===== src/rtl/gpio_port_pkg.sv =====
// gpio_port_pkg
// Shared constants and types for the atomic set/clear GPIO port.
// Assumes word-aligned byte addressing with four word slots.
package gpio_port_pkg;

    // Word slot selected by a bus access
    typedef enum logic [1:0] {
        SLOT_DATA   = 2'd0,
        SLOT_SETCLR = 2'd1,
        SLOT_CLR    = 2'd2,
        SLOT_NONE   = 2'd3
    } slot_t;

    // Byte offsets of the decoded registers
    localparam int unsigned OFF_DATA   = 32'h0;
    localparam int unsigned OFF_SETCLR = 32'h4;
    localparam int unsigned OFF_CLR    = 32'h8;

endpackage


===== src/rtl/gpio_reg_decode.sv =====
// gpio_reg_decode
// Turns the byte address into a register slot and one-hot write enables.
// Assumes exact address match: unused or misaligned addresses select nothing.
module gpio_reg_decode
    import gpio_port_pkg::*;
#(
    parameter int ADDR_W = 4
) (
    input  logic              bus_we,
    input  logic [ADDR_W-1:0] bus_addr,
    output slot_t             slot,
    output logic              wr_data,
    output logic              wr_setclr,
    output logic              wr_clr
);

    localparam logic [ADDR_W-1:0] A_DATA   = ADDR_W'(OFF_DATA);
    localparam logic [ADDR_W-1:0] A_SETCLR = ADDR_W'(OFF_SETCLR);
    localparam logic [ADDR_W-1:0] A_CLR    = ADDR_W'(OFF_CLR);

    // Address compare to a register slot
    always_comb begin
        if (bus_addr == A_DATA) begin
            slot = SLOT_DATA;
        end else if (bus_addr == A_SETCLR) begin
            slot = SLOT_SETCLR;
        end else if (bus_addr == A_CLR) begin
            slot = SLOT_CLR;
        end else begin
            slot = SLOT_NONE;
        end
    end

    // Qualify the slot with the write strobe
    always_comb begin
        wr_data   = bus_we && (slot == SLOT_DATA);
        wr_setclr = bus_we && (slot == SLOT_SETCLR);
        wr_clr    = bus_we && (slot == SLOT_CLR);
    end

endmodule


===== src/rtl/gpio_pin_update.sv =====
// gpio_pin_update
// Computes the next level of every pin from the current level and one write.
// Per pin, priority is: full load, then set, then clear, then hold.
// Assumes at most one of the three write enables is high (guaranteed by decode).
module gpio_pin_update #(
    parameter int PIN_W  = 16,
    parameter int DATA_W = 32
) (
    input  logic [PIN_W-1:0]  cur,
    input  logic [DATA_W-1:0] wdata,
    input  logic              wr_data,
    input  logic              wr_setclr,
    input  logic              wr_clr,
    output logic [PIN_W-1:0]  nxt
);

    localparam int CLR_BASE = DATA_W / 2;

    logic [PIN_W-1:0] set_mask;
    logic [PIN_W-1:0] clr_mask;

    // Build the set and clear masks for this cycle
    always_comb begin
        set_mask = wr_setclr ? wdata[PIN_W-1:0] : '0;
        clr_mask = '0;
        if (wr_setclr) begin
            clr_mask = wdata[CLR_BASE +: PIN_W];
        end else if (wr_clr) begin
            clr_mask = wdata[PIN_W-1:0];
        end
    end

    // One update cell per pin
    for (genvar i = 0; i < PIN_W; i++) begin : g_cell
        assign nxt[i] = wr_data     ? wdata[i] :
                        set_mask[i] ? 1'b1     :
                        clr_mask[i] ? 1'b0     :
                                      cur[i];
    end

endmodule


===== src/rtl/gpio_read_mux.sv =====
// gpio_read_mux
// Selects read data for the addressed slot; mask registers read as zero.
// Assumes PIN_W is at most DATA_W/2.
module gpio_read_mux
    import gpio_port_pkg::*;
#(
    parameter int PIN_W  = 16,
    parameter int DATA_W = 32
) (
    input  slot_t             slot,
    input  logic [PIN_W-1:0]  pins,
    output logic [DATA_W-1:0] rdata
);

    localparam int PAD_W = DATA_W - PIN_W;

    // Only the data slot returns state
    always_comb begin
        if (slot == SLOT_DATA) begin
            rdata = {{PAD_W{1'b0}}, pins};
        end else begin
            rdata = '0;
        end
    end

endmodule


===== src/rtl/gpio_atomic_port.sv =====
// gpio_atomic_port
// GPIO output bank with a data register, a combined set/clear register and a
// clear-only register. All pins change together on the edge sampling bus_we.
// Assumes synchronous active-low reset and PIN_W <= DATA_W/2.
module gpio_atomic_port
    import gpio_port_pkg::*;
#(
    parameter int PIN_W  = 16,
    parameter int DATA_W = 32,
    parameter int ADDR_W = 4
) (
    input  logic              clk,
    input  logic              rst_n,
    input  logic              bus_we,
    input  logic [ADDR_W-1:0] bus_addr,
    input  logic [DATA_W-1:0] bus_wdata,
    output logic [DATA_W-1:0] bus_rdata,
    output logic [PIN_W-1:0]  pin_out
);

    slot_t            slot;
    logic             wr_data;
    logic             wr_setclr;
    logic             wr_clr;
    logic [PIN_W-1:0] pins_q;
    logic [PIN_W-1:0] pins_d;

    gpio_reg_decode #(.ADDR_W(ADDR_W)) u_decode (
        .bus_we    (bus_we),
        .bus_addr  (bus_addr),
        .slot      (slot),
        .wr_data   (wr_data),
        .wr_setclr (wr_setclr),
        .wr_clr    (wr_clr)
    );

    gpio_pin_update #(.PIN_W(PIN_W), .DATA_W(DATA_W)) u_update (
        .cur       (pins_q),
        .wdata     (bus_wdata),
        .wr_data   (wr_data),
        .wr_setclr (wr_setclr),
        .wr_clr    (wr_clr),
        .nxt       (pins_d)
    );

    gpio_read_mux #(.PIN_W(PIN_W), .DATA_W(DATA_W)) u_rmux (
        .slot  (slot),
        .pins  (pins_q),
        .rdata (bus_rdata)
    );

    // Single output register for the whole pin word
    always_ff @(posedge clk) begin
        if (!rst_n) begin
            pins_q <= '0;
        end else begin
            pins_q <= pins_d;
        end
    end

    assign pin_out = pins_q;

endmodule


===== config.mk =====
export PLATFORM = sky130hd
export DESIGN_NAME = gpio_atomic_port
export DESIGN_NICKNAME = d
export VERILOG_FILES = /design/src/rtl/gpio_port_pkg.sv /design/src/rtl/gpio_reg_decode.sv /design/src/rtl/gpio_pin_update.sv /design/src/rtl/gpio_read_mux.sv /design/src/rtl/gpio_atomic_port.sv
export SDC_FILE = /design/constraint.sdc
export NUM_CORES = 1
export LEC_CHECK = 0
export BUFFER_PORTS_ARGS = -buffer_cell sky130_fd_sc_hd__buf_2
export CORE_UTILIZATION = 25
export CTS_CLUSTER_DIAMETER = 60
export CTS_CLUSTER_SIZE = 12
export DETAILED_ROUTE_END_ITERATION = 8
export GPL_ROUTABILITY_DRIVEN = 0
export GPL_TIMING_DRIVEN = 0
export HOLD_SLACK_MARGIN = 0.06
export PLACE_DENSITY = 0.52
export SYNTH_ARGS = -nofsm -noshare
export SYNTH_HDL_FRONTEND = slang
export SYNTH_SLANG_ARGS = --single-unit

===== constraint.sdc =====
create_clock -name clk -period 2.5 [get_ports clk]
set_input_delay 0.5 -clock clk [delete_from_list [all_inputs] [get_ports clk]]
set_output_delay 0.5 -clock clk [all_outputs]
set_load 0.01 [all_outputs]

Yosys cells after proc, flatten, opt, wreduce, memory -nomap -nowiden

Index checks and enable logic that the tools add are counted.

$add $sub $neg: 0
Mux-type cells: 55
Div/mod/pow operators: 0
Reduce and logical (&&, ||, !) cells: 21
Bitwise gates (word level): 0
Shift-type cells: 0
Order comparisons: 0
Multiply operators: 0
Eq/ne operators: 4

Operator list:

| operator                                            | number |
|---|---|
| two-way mux 16 bit                                  | 4 |
| two-way mux 1 bit                                   | 49 |
| nonzero test 3 bit                                  | 16 |
| equality test 4 x 3 -> 1 bit, second input constant | 1 |
| equality test 4 bit, second input constant          | 1 |
| logical NOT 4 bit                                   | 1 |
| two-way mux 2 bit                                   | 2 |
| logical AND 1 bit                                   | 3 |
| equality test 2 x 1 -> 1 bit, second input constant | 1 |
| equality test 2 bit, second input constant          | 1 |
| logical NOT 2 bit                                   | 1 |

Register bits: 16
ROM bits: 0
Bits in latches: 0
Bits in writable memories: 0
Output and inout bits: 48
Word-level logic and storage cells: 96
Memories kept: 0

Logic depth before layout (Yosys ltp)

Depth in word-level cells: 11
Mapped depth: 5
Mapped depth without buffers: 3

Cells and area by module

Synthesis repeated with hierarchy kept, for this count alone.

Cells, all modules: 166
Area, all modules: 1,310.0 um^2

By module, submodules not included:

| module           | times used | cells an instance | seq. area each (um^2) | area an instance (um^2) |
|---|---|---|---|---|
| gpio_pin_update  | 1          | 89                | 0.0                   | 464.2 |
| gpio_atomic_port | 1          | 33                | 320.3                 | 446.7 |
| gpio_read_mux    | 1          | 37                | 0.0                   | 347.8 |
| gpio_reg_decode  | 1          | 7                 | 0.0                   | 51.3 |

Worst setup path after synthesis

Ideal clock, no wire load.

Path kind: input to output
From: in bus_addr[3]
To: out bus_rdata[10]
Arrival: 1.433 ns
Cell stages on the path: 3
Slack: 0.567 ns
Cell sequence: nor4_1 clkbuf_1 and2_1

Cells in the longest elaborated chain, start to end: 6
Elaborated cells on any way between the ends: 8
Those cells by class: eq/ne (2); mux (4); reduce/logical (2)

RTL lines:

| what                   | line                   | source |
|---|---|---|
| start: declaration     | gpio_atomic_port.sv:15 | `input logic [ADDR_W-1:0] bus_addr,` |
| equality test 4 bit    | gpio_reg_decode.sv:27  | `end else if (bus_addr == A_CLR) begin` |
| two-way mux 1 bit      | gpio_reg_decode.sv:27  |  |
| two-way mux 2 bit      | gpio_reg_decode.sv:25  | `end else if (bus_addr == A_SETCLR) begin` |
| two-way mux 2 bit (*)  | gpio_reg_decode.sv:23  | `if (bus_addr == A_DATA) begin` |
| logical NOT 2 bit (*)  | gpio_read_mux.sv:19    | `if (slot == SLOT_DATA) begin` |
| two-way mux 16 bit (*) | gpio_read_mux.sv:19    |  |
| end: declaration       | gpio_atomic_port.sv:17 | `output logic [DATA_W-1:0] bus_rdata,` |

Every way passes the cells marked *; elsewhere a longest branch is shown, timed or not.

Final worst setup path

From: in bus_addr[2]
To: out bus_rdata[6]

The elaborated chain is that of the path after synthesis.

==> impl_results.md <==
- Status: finished, violations left
- Failing checks: DRC
- Overall Global Routing Usage: 14.0%
- CTS tree: built
- Simple logic cell fraction of the synthesized area: 52.1%
- Count of TritonRoute iterations in the first routing pass: 6
- Reg-to-Reg Start: pin_out[9]
- Post-synthesis instance area: 1180 sq um
- FF-to-FF setup slack: 1.74 ns
- Placement-stage worst setup slack: -0.455 ns
- Aggregate global routing overflow: 0
- Total wire length: 3.43 mm
- Initial core utilization: 26.6%
- Top Family by Delay on Critical Path: simple AND/OR/NAND/NOR gates
- Crit path buffers/inverters: 3
- Synth Area in Compound Gates: 6.77%
- RSZ-0062 raised after global routing: false
- Wirelength per Cell: 12.1 um
- CP Cell Sequence: buf_2, nor4_4, clkbuf_2, and2_1, buf_2
- Clock latency reported for the late side of the worst-skew pair: 0.25 ns
- Largest stage delay on the critical path: 0.49 ns
- Die Wd: 70.8 um
- Final WS setup: 0.258 ns
- Min-delay worst type: reg2reg
- Cts hold-fix bufs: 0
- Maximum fanout along the worst path: 10
- Req. time, crit path: 2.00 ns
- Setup Fix Bufs, Post-CTS: 0
- Total negative slack for setup checks: 0 ns
- Longest Clk Path Bufs: 2
- Post-CTS clock slew at the launch and capture registers of the worst setup and hold paths: 0.07 ns
- Initial DRC Count: 79
- Hold Crit Start: pin_out[5]
- Clk sinks: 16
- Multiplexer share of the synthesized area: 0%
- Maxcap violations: 0
- Max-slew headroom: 51.8%
- Worst Hold Endpoint: pin_out[5]
- Total number of vias: 1276
- Chip Height: 70.8 um
- Number of library cell types mapped by synthesis: 16
- Most frequent cells in the layout: sky130_fd_sc_hd__buf_2, sky130_fd_sc_hd__and2_1, sky130_fd_sc_hd__buf_4
- Share of cells above drive strength 1: 45.5%
- Flip-flop count of the largest register, all copies and words added: 16
- Number of cells on the worst hold path: 2
- Antenna violations before repair: 0
- Final setup fails: 0
- Nature of the critical path startpoint: input port
- Post-route fraction of the period consumed by the critical path: 89.7%
- Largest net degree at the start of global routing: 11
- Number of global-route vias before repair: 1162
- Average vias per placed instance: 4.51
- Final-stage net count: 271
- Share of synthesized area occupied by flip-flops and latches: 27.1%
- Fin Clk Skew: 0 ns
- Final cell utilization of the core: 38.9%
- Post-Synth XOR/XNOR Area: 0%
- Core area: 4440 sq um
- Synthesis Warnings: 0
- Post-synthesis sequential element count: 16
- Area added between synthesis and finish: 45.9%
- Placement Rows: 24
- Syn Inst Count: 142
- Most common cell on crit path: sky130_fd_sc_hd__buf_2
- Cell type of the slowest stage on the worst timing path: sky130_fd_sc_hd__nor4_4
- I/O Buffers: 70
- Wire length of the first global-routing pass: 5.58 mm
- Leading cell type in the layout, fill and taps excluded: sky130_fd_sc_hd__buf_2
- Worst setup path class: in2out
- Total design power: 0.634 mW
- Top-Level Pins: 87
- Number of design rule violations left after detail routing: 12
- Overall die area: 5010 sq um
- Worst-case reg-to-reg path depth: 2
- Synthesized area per cell: 8.34 sq um
- Largest family of logic cells by synthesized area: simple AND/OR/NAND/NOR gates
- Reg2Reg Capture Point: pin_out[9]
- Power density cells: 367 nW/um^2
- Critical path capture point type: output port
- H-Tree Depth: 1
- Fraction of the mapped netlist area in adder cells: 0%
- Highest ir drop seen on vdd: 0.153 mV
- Post-layout min period: 2.24 ns
- Diodes inserted: 0
- Post-DP HPWL: 2.55 mm
- Cell at the root of the clock tree: sky130_fd_sc_hd__clkbuf_8
- Leakage Power: 0.878 nW
- Count of endpoints failing hold in the final timing report: 0
- Worst Max-Slew Pin Slew: 0.717 ns
- Endpoint arrival time on the critical path: 1.74 ns
- Max-slew violation count: 0
- Clock buffer count from CTS: 3
- Maximum operating frequency: 446 MHz
- Post-route antenna net violation count: 0
==> final cells by class <==
class	instances	area (sq um)
Sequential cell	16	320
Clock buffer	4	55.1
Fill cell	473	2720
Multi-Input combinational cell	117	772
Tap cell	52	65.1
Buffer	24	164
Timing Repair Buffer	70	350
==> worst min-delay path, cell delays in order, from the launching register on <==
cell	delay [ns]
sky130_fd_sc_hd__dfxtp_1	0.32
sky130_fd_sc_hd__a21oi_1	0.11
sky130_fd_sc_hd__nor4b_1	0.06
==> what timing repair did <==
action	in CTS	in global routing
gates resized for setup	2	2
gates cloned	0	0
setup endpoints to repair	16	6
==> metal layers <==
layer  vias up  track usage [%]  wire length [um]
met2        51             23.1              1590
met5         -                0                 0
met4         0             4.44                39
met3         4             3.28               200
met1       565             18.2              1600
li1        656                -                 -
==> Yosys cell counts <==
library cell / n / area, sq um
sky130_fd_sc_hd__a21oi_1: 16 / 80.1
sky130_fd_sc_hd__and2_1: 17 / 106
sky130_fd_sc_hd__and3_1: 16 / 100
sky130_fd_sc_hd__buf_2: 1 / 5.00
sky130_fd_sc_hd__buf_4: 17 / 128
sky130_fd_sc_hd__buf_6: 1 / 11.3
sky130_fd_sc_hd__clkbuf_1: 5 / 18.8
sky130_fd_sc_hd__conb_1: 1 / 3.75
sky130_fd_sc_hd__dfxtp_1: 16 / 320
sky130_fd_sc_hd__nor2b_1: 16 / 100
sky130_fd_sc_hd__nor3_1: 8 / 40.0
sky130_fd_sc_hd__nor3_2: 9 / 90.1
sky130_fd_sc_hd__nor4_1: 1 / 6.26
sky130_fd_sc_hd__nor4b_1: 16 / 140
sky130_fd_sc_hd__nor4b_4: 1 / 23.8
sky130_fd_sc_hd__or4b_1: 1 / 10.0
==> worst max path at each step <==
| stage | start | to | slack, ns | cells after the start |
|---|---|---|---|---|
| final | bus_addr[2] | bus_rdata[6] | 0.26 | 5 |
| after global routing | bus_addr[2] | bus_rdata[12] | 0.14 | 5 |
| after CTS | bus_addr[2] | bus_rdata[6] | 0.06 | 5 |
| after detailed placement | bus_addr[2] | bus_rdata[6] | -0.46 | 5 |
| after global placement | bus_addr[2] | bus_rdata[12] | -0.50 | 5 |
| after floorplan | bus_addr[3] | bus_rdata[10] | 0.57 | 3 |
==> logic make-up (layout without fill, tap and decap cells) <==
| group | count (synthesis) | count (layout) |
|---|---|---|
| flops | 16 | 16 |
| other cells | 1 | 16 |
| buf+inv | 24 | 98 |
| compound gates | 16 | 16 |
| simple gates | 85 | 85 |
==> where the power goes <==
| part | leakage (nW) | internal (mW) | switching, mW |
|---|---|---|---|
| logic | 0.720 | 0.0654 | 0.0696 |
| clock network | 0.0288 | 0.140 | 0.0951 |
| registers | 0.129 | 0.260 | 0.00372 |
| total | 0.878 | 0.466 | 0.168 |
==> through the flow <==
step,hold WS (ns),area [sq um],cells
2_1_floorplan,0.539,1240,157
3_3_place_gp,0.514,1660,279
3_5_place_dp,0.518,1660,279
4_1_cts,0.532,1730,283
5_1_grt,0.545,1730,283
6_report,0.529,1730,283
Note: power is estimated with default switching activity, not from simulation.
